$ cat src/rtl/msgu_pkg.sv
package msgu_pkg;

    localparam int REG_W  = 32;
    localparam int ADDR_W = 2;

    localparam logic [ADDR_W-1:0] A_DATA = 2'd0;
    localparam logic [ADDR_W-1:0] A_STAT = 2'd1;
    localparam logic [ADDR_W-1:0] A_CTRL = 2'd2;
    localparam logic [ADDR_W-1:0] A_MBOX = 2'd3;

    // status bit positions (decoded by host software)
    localparam int S_OVF     = 0;
    localparam int S_OUT_NE  = 16;
    localparam int S_IN_NF   = 17;
    localparam int S_OUT_NF  = 18;
    localparam int S_IN_NE   = 19;
    localparam int S_MB_INT  = 20;
    localparam int S_IN_INT  = 21;
    localparam int S_OUT_INT = 22;

    // control bit positions
    localparam int C_OUT_IE  = 16;
    localparam int C_IN_IE   = 17;
    localparam int C_MB_IE   = 20;
    localparam int C_OUT_EN  = 24;
    localparam int C_IN_EN   = 25;

    localparam logic [REG_W-1:0] CTRL_MASK =
        (REG_W'(1) << C_OUT_IE) | (REG_W'(1) << C_IN_IE) | (REG_W'(1) << C_MB_IE) |
        (REG_W'(1) << C_OUT_EN) | (REG_W'(1) << C_IN_EN);

    localparam logic [REG_W-1:0] MBOX_IDLE = 32'h0000_F0F0;

    typedef enum logic [1:0] {
        FS_EMPTY = 2'd0,
        FS_PART  = 2'd1,
        FS_FULL  = 2'd2
    } fifo_state_t;

endpackage

$ cat src/rtl/msgu_fifo.sv
module msgu_fifo
    import msgu_pkg::*;
#(
    parameter int W     = 32,
    parameter int DEPTH = 2
) (
    input  logic         clk,
    input  logic         rst_n,
    input  logic         push,
    input  logic [W-1:0] wdata,
    input  logic         pop,
    output logic [W-1:0] rdata,
    output logic         empty,
    output logic         full
);
    localparam int AW = (DEPTH > 1) ? $clog2(DEPTH) : 1;
    localparam int CW = $clog2(DEPTH + 1);

    fifo_state_t    state, state_nxt;
    logic [W-1:0]   mem [DEPTH];
    logic [AW-1:0]  wptr, rptr;
    logic [CW-1:0]  cnt;
    logic           push_ok, pop_ok;

    assign push_ok = push && (state != FS_FULL);
    assign pop_ok  = pop  && (state != FS_EMPTY);

    // next-state logic
    always_comb begin
        state_nxt = state;
        unique case (state)
            FS_EMPTY: if (push_ok) state_nxt = (DEPTH == 1) ? FS_FULL : FS_PART;
            FS_PART: begin
                if (push_ok && !pop_ok && cnt == CW'(DEPTH - 1))
                    state_nxt = FS_FULL;
                else if (pop_ok && !push_ok && cnt == CW'(1))
                    state_nxt = FS_EMPTY;
            end
            FS_FULL:  if (pop_ok) state_nxt = (DEPTH == 1) ? FS_EMPTY : FS_PART;
            default:  state_nxt = FS_EMPTY;
        endcase
    end

    // state register, pointers, count
    always_ff @(posedge clk) begin
        if (!rst_n) begin
            state <= FS_EMPTY;
            wptr  <= '0;
            rptr  <= '0;
            cnt   <= '0;
        end else begin
            state <= state_nxt;
            if (push_ok) wptr <= (wptr == AW'(DEPTH - 1)) ? '0 : wptr + AW'(1);
            if (pop_ok)  rptr <= (rptr == AW'(DEPTH - 1)) ? '0 : rptr + AW'(1);
            cnt <= cnt + CW'(push_ok) - CW'(pop_ok);
        end
    end

    always_ff @(posedge clk) begin
        if (push_ok) mem[wptr] <= wdata;
    end

    // outputs
    always_comb begin
        unique case (state)
            FS_EMPTY: begin empty = 1'b1; full = 1'b0; end
            FS_FULL:  begin empty = 1'b0; full = 1'b1; end
            default:  begin empty = 1'b0; full = 1'b0; end
        endcase
        rdata = empty ? '0 : mem[rptr];
    end


    full_hold_chk: assert property (@(posedge clk) disable iff (!rst_n)
        (state == FS_FULL && push && !pop) |=> (state == FS_FULL && $stable(wptr)));


    empty_hold_chk: assert property (@(posedge clk) disable iff (!rst_n)
        (state == FS_EMPTY && pop && !push) |=> (state == FS_EMPTY && $stable(rptr)));


    state_count_chk: assert property (@(posedge clk) disable iff (!rst_n)
        ((cnt == '0) == (state == FS_EMPTY)) && ((cnt == CW'(DEPTH)) == (state == FS_FULL)));

endmodule

$ cat src/rtl/msgu_mbox.sv
module msgu_mbox
    import msgu_pkg::*;
(
    input  logic             clk,
    input  logic             rst_n,
    input  logic             eng_wr,
    input  logic [REG_W-1:0] eng_data,
    input  logic             host_wr,
    input  logic [REG_W-1:0] host_data,
    output logic [REG_W-1:0] value
);
    logic host_restore;
    assign host_restore = host_wr && (host_data == MBOX_IDLE);

    always_ff @(posedge clk) begin
        if (!rst_n)            value <= MBOX_IDLE;
        else if (eng_wr)       value <= eng_data;
        else if (host_restore) value <= MBOX_IDLE;
    end


    mbox_restore_chk: assert property (@(posedge clk) disable iff (!rst_n)
        (host_wr && host_data == MBOX_IDLE && !eng_wr) |=> (value == MBOX_IDLE));


    mbox_host_other_chk: assert property (@(posedge clk) disable iff (!rst_n)
        (host_wr && host_data != MBOX_IDLE && !eng_wr) |=> $stable(value));

endmodule

$ cat src/rtl/msgu_top.sv
module msgu_top
    import msgu_pkg::*;
#(
    parameter int DEPTH = 2
) (
    input  logic              clk,
    input  logic              rst_n,
    input  logic              host_wr,
    input  logic              host_rd,
    input  logic [ADDR_W-1:0] host_addr,
    input  logic [REG_W-1:0]  host_wdata,
    output logic [REG_W-1:0]  host_rdata,
    output logic              irq,
    input  logic              eng_in_pop,
    output logic [REG_W-1:0]  eng_in_data,
    output logic              eng_in_valid,
    input  logic              eng_out_push,
    input  logic [REG_W-1:0]  eng_out_data,
    output logic              eng_out_ready,
    input  logic              eng_mbox_wr,
    input  logic [REG_W-1:0]  eng_mbox_data
);
    logic [REG_W-1:0] ctl_q, status, out_head, mbox_val;
    logic             ovf_q, ovf_clr;
    logic             in_push, in_empty, in_full;
    logic             out_push, out_pop, out_empty, out_full;
    logic             data_wr;

    assign data_wr  = host_wr && (host_addr == A_DATA);
    assign in_push  = data_wr && ctl_q[C_IN_EN];
    assign out_push = eng_out_push && ctl_q[C_OUT_EN];
    assign out_pop  = host_rd && (host_addr == A_DATA);
    assign ovf_clr  = host_wr && (host_addr == A_STAT) && host_wdata[S_OVF];

    msgu_fifo #(.W(REG_W), .DEPTH(DEPTH)) u_in_q (
        .clk(clk), .rst_n(rst_n),
        .push(in_push), .wdata(host_wdata),
        .pop(eng_in_pop), .rdata(eng_in_data),
        .empty(in_empty), .full(in_full)
    );

    msgu_fifo #(.W(REG_W), .DEPTH(DEPTH)) u_out_q (
        .clk(clk), .rst_n(rst_n),
        .push(out_push), .wdata(eng_out_data),
        .pop(out_pop), .rdata(out_head),
        .empty(out_empty), .full(out_full)
    );

    msgu_mbox u_mbox (
        .clk(clk), .rst_n(rst_n),
        .eng_wr(eng_mbox_wr), .eng_data(eng_mbox_data),
        .host_wr(host_wr && (host_addr == A_MBOX)), .host_data(host_wdata),
        .value(mbox_val)
    );

    always_ff @(posedge clk) begin
        if (!rst_n) begin
            ctl_q <= '0;
            ovf_q <= 1'b0;
        end else begin
            if (host_wr && host_addr == A_CTRL) ctl_q <= host_wdata & CTRL_MASK;
            if (in_push && in_full) ovf_q <= 1'b1;
            else if (ovf_clr)       ovf_q <= 1'b0;
        end
    end

    always_comb begin
        status            = '0;
        status[S_OVF]     = ovf_q;
        status[S_OUT_NE]  = !out_empty;
        status[S_IN_NF]   = !in_full;
        status[S_OUT_NF]  = !out_full;
        status[S_IN_NE]   = !in_empty;
        status[S_MB_INT]  = (mbox_val != MBOX_IDLE) && ctl_q[C_MB_IE];
        status[S_IN_INT]  = !in_full && ctl_q[C_IN_IE];
        status[S_OUT_INT] = !out_empty && ctl_q[C_OUT_IE];
    end

    always_comb begin
        unique case (host_addr)
            A_DATA:  host_rdata = out_head;
            A_STAT:  host_rdata = status;
            A_CTRL:  host_rdata = ctl_q;
            default: host_rdata = mbox_val;
        endcase
    end

    assign irq           = status[S_MB_INT] | status[S_IN_INT] | status[S_OUT_INT];
    assign eng_in_valid  = !in_empty;
    assign eng_out_ready = !out_full && ctl_q[C_OUT_EN];


    ovf_sticky_chk: assert property (@(posedge clk) disable iff (!rst_n)
        (ovf_q && !ovf_clr) |=> ovf_q);


    in_disabled_chk: assert property (@(posedge clk) disable iff (!rst_n)
        (data_wr && !ctl_q[C_IN_EN] && !eng_in_pop) |=>
            ($stable(in_empty) && $stable(in_full) && $stable(ovf_q)));


    irq_enable_chk: assert property (@(posedge clk) disable iff (!rst_n)
        irq |-> (ctl_q[C_OUT_IE] || ctl_q[C_IN_IE] || ctl_q[C_MB_IE]));


    ctl_mask_chk: assert property (@(posedge clk) disable iff (!rst_n)
        (ctl_q & ~CTRL_MASK) == '0);

endmodule

$ cat config.mk
export PLATFORM = sky130hd
export DESIGN_NAME = msgu_top
export DESIGN_NICKNAME = d
export VERILOG_FILES = /design/src/rtl/msgu_pkg.sv /design/src/rtl/msgu_fifo.sv /design/src/rtl/msgu_mbox.sv /design/src/rtl/msgu_top.sv
export SDC_FILE = /design/constraint.sdc
export NUM_CORES = 1
export LEC_CHECK = 0
export ABC_CLOCK_PERIOD_IN_PS = 3600
export CAP_MARGIN = 10
export CELL_PAD_IN_SITES_DETAIL_PLACEMENT = 1
export CELL_PAD_IN_SITES_GLOBAL_PLACEMENT = 1
export CORE_MARGIN = 4
export CORE_UTILIZATION = 40
export DETAILED_ROUTE_END_ITERATION = 10
export PLACE_DENSITY = 0.86
export SLEW_MARGIN = 40
export SYNTH_ARGS = -nofsm -noshare
export SYNTH_HDL_FRONTEND = slang
export SYNTH_SLANG_ARGS = --single-unit
export TNS_END_PERCENT = 30
$ cat constraint.sdc
create_clock -name clk -period 3.6 [get_ports clk]
set_clock_uncertainty 0.05 [all_clocks]
set_input_delay 0.72 -clock clk [delete_from_list [all_inputs] [get_ports clk]]
set_output_delay 0.72 -clock clk [all_outputs]
set_load 0.1 [all_outputs]
==> impl_metrics.env <==
export IMPL_routed_wl_microns=23400
export IMPL_cts_made_buffers=17
export IMPL_grt_use_total_pct=21.7
export IMPL_rows=50
export IMPL_dr_total_vias=5659
export IMPL_final_nets=872
export IMPL_ctsResizeCount=0
export IMPL_drive_above_1_share_pct=15.8
export IMPL_synth_area_sq_mm=0.00760
export IMPL_io_buffer_count=171
export IMPL_crit_family="buffers and inverters"
export IMPL_syn_inst=602
export IMPL_synth_edf_count=128
export IMPL_ys_warn_count=0
export IMPL_wl_per_cell_microns=23.1
export IMPL_hold_viol_final=0
export IMPL_dp_slack_ns=0.378
export IMPL_first_iter_violations=362
export IMPL_dp_hpwl_microns=16200
export IMPL_netlist_area_leader_share_pct=50.5
export IMPL_start_util_pct=40.7
export IMPL_drc=0
export IMPL_holdPathStages=2
export IMPL_outcome="completed"
export IMPL_grt_pass1_wl_microns=35900
export IMPL_area_growth_syn_to_layout_pct=36.4
export IMPL_antenna_found_initial=1
export IMPL_tightest_slew_ns=0.772
export IMPL_synth_area_leaders="edfxtp_1 51%, dfxtp_1 14%, mux2i_1 9.2%"
export IMPL_cts_setup_buffers=0
export IMPL_cp_slowest_stage_delay_ns=0.48
export IMPL_reg2reg_depth=7
export IMPL_synth_flop_cell="edfxtp_1"
export IMPL_finalCriticalPeriod_ns=3.20
export IMPL_die_area_sq_mm=0.0213
export IMPL_fmax_ghz=0.313
export IMPL_vdd_drop_max_mv=0.342
export IMPL_crit_cells=7
export IMPL_slowest_stage="clkdlybuf4s50_1"
export IMPL_cts_tree="done"
export IMPL_clkTransAtPathRegs_ns=0.07
export IMPL_clock_sinks=180
export IMPL_final_util_pct=55.4
export IMPL_start_kind="input port"
export IMPL_synth_async_reset_ratio_pct=0
export IMPL_grt_start_max_net_pins=44
export IMPL_crit_path_end_kind="primary output"
export IMPL_yosys_cell_types_count=49
export IMPL_place_gp_congestion=0.802
export IMPL_crit_chain="clkdlybuf4s50_1 -> buf_4 -> and2_1 -> buf_4 -> nand2_1 -> o21ai_0 -> buf_12"
export IMPL_overflow=0
export IMPL_root_buffer="clkbuf_16"
export IMPL_worstSetupPathType="in2out"
export IMPL_cp_common_cell="buf_4"
export IMPL_syn_num_nets=710
export IMPL_cp_num_buf_inv=4
export IMPL_worst_slack_ns=0.402
export IMPL_avgSynthCellArea_sq_um=12.6
export IMPL_die_h_microns=146
export IMPL_core_area_sq_mm=0.0187
export IMPL_postSynthRegisterBits=180
export IMPL_clock_latency_ns=0.42
export IMPL_cp_arrival_ns=2.43
export IMPL_hold_path_class="reg2reg"
export IMPL_io_pins=172
export IMPL_grt_setup_unrepaired="no"
export IMPL_p_per_area_mw_per_mm2=444
export IMPL_final_common_cell="edfxtp_1"
export IMPL_power_static_leakage_nw=3.56
export IMPL_required_ns=2.83
export IMPL_dieWidth_microns=146
export IMPL_ant_nets=0
export IMPL_path_max_fanout=24
export IMPL_relSlewSlack_pct=47.8
export IMPL_cts_hold_buf=0
export IMPL_maxCapViolCount=0
export IMPL_synth_seq_area_share_pct=64.2
export IMPL_vias_per_cell=5.59
export IMPL_fin_crit_sh_pct=88.8
export IMPL_setup_viol=0
export IMPL_grt_pass1_vias=6224
export IMPL_htreeDepth=4
export IMPL_clk_path_buf_depth=2
export IMPL_final_cell_mix="128 x edfxtp_1, 104 x clkdlybuf4s50_1, 70 x mux2i_1"
export IMPL_synth_top_area_cell="edfxtp_1"
export IMPL_firstDrtPassIters=5
export IMPL_finalMaxSlewViolations=0
where the power goes:
part	leakage [nW]	switching [mW]	internal, mW
combinational	1.69	0.275	0.211
clock	0.286	0.819	1.03
sequential	1.58	0.0324	2.24
cells by family (layout without fill, tap and decap cells):
logic type / count (synthesis) / in the layout / synth area share (%)
AO/OA/AOI/OAI: 117 / 117 / 10.5
XOR/XNOR: 7 / 7 / 0.806
adder cells (fa/ha/maj): 3 / 3 / 0.494
buffers and inverters: 49 / 224 / 2.75
flip-flops: 180 / 180 / 64.2
multiplexers: 72 / 72 / 9.66
other: 0 / 1 / 0
AND/OR/NAND/NOR: 174 / 174 / 11.6
cell usage after synthesis (2+ instances only):
master and instances:
xor2_1 3, o311ai_1 20, clkbuf_1 32, nand3b_1 4, o311ai_0 4, inv_1 7, a21boi_1 20, dfxtp_1 52
nor2_1 49, a311oi_1 8, xnor2_1 4, a21boi_0 4, nor2b_1 10, mux2i_1 70, nand3_1 4, buf_2 7
a211oi_1 2, buf_6 2, or3_1 3, nand4_1 3, o22ai_1 3, nor4_1 6, and2_1 12, nand2b_1 3
nor3_1 2, nand4b_1 2, ha_1 3, a21oi_1 8, edfxtp_1 128, nor4b_1 6, o21ai_0 41, o21a_1 4
nand2_1 55, and4b_1 2, and3_1 5
path summary, 6_finish.rpt:
kind / from / endpoint / slack [ns]
max: host_addr[1] / host_rdata[4] / 0.40
min: u_mbox.value[30]$_SDFFE_PN0P_ / u_mbox.value[30]$_SDFFE_PN0P_ / 0.46
max reg2reg: u_in_q.state[1]$_SDFFE_PN0P_ / u_in_q.cnt[1]$_SDFF_PN0_ / 1.38
min reg2reg: u_mbox.value[30]$_SDFFE_PN0P_ / u_mbox.value[30]$_SDFFE_PN0P_ / 0.46
state kept, by name (all words and copies together), names as in the netlist, 2 cells and up, named ones only:
signal,flops
u_in_q.mem,64
u_out_q.mem,64
u_in_q.state,2
u_out_q.state,2
ctl_q,5
u_in_q.cnt,2
u_mbox.value,32
u_out_q.cnt,2
cell type report:
| type | instances | area (sq um) |
|---|---|---|
| diodes | 1 | 2.50 |
| clock buffers | 17 | 425 |
| clock inverters | 15 | 158 |
| fillers | 1870 | 8330 |
| inverters | 7 | 26.3 |
| multi-input cells | 373 | 2530 |
| flip-flops and latches | 180 | 4890 |
| well taps | 234 | 293 |
| repair buffers | 185 | 2050 |
routing by layer:
metal  GRT usage, %  share of wire, %
met3           5.79               6.0
met1           26.8                41
met4           8.97               3.6
met2           36.2                50
met5              0                 0
per-stage QoR:
stage          cells  area (sq um)  total power [mW]  hold WS [ns]  TNS (ns)
2_1_floorplan    602          7600              2.53         0.414    -18.00
3_3_place_gp     979          9770              2.78         0.444         0
3_5_place_dp     979          9780              2.80         0.453         0
4_1_cts         1011         10400              4.64         0.459         0
5_1_grt         1012         10400              4.76         0.487         0
6_report        1012         10400              4.61         0.460         0
worst reg2reg max path: stages (launching register included):
cell,delay [ns]
dfxtp_1,0.36
nor2_2,0.15
buf_4,0.36
inv_1,0.12
and2_1,0.21
ha_1,0.34
or3_1,0.37
and3_1,0.18
Power figures use the tool's default switching activity.
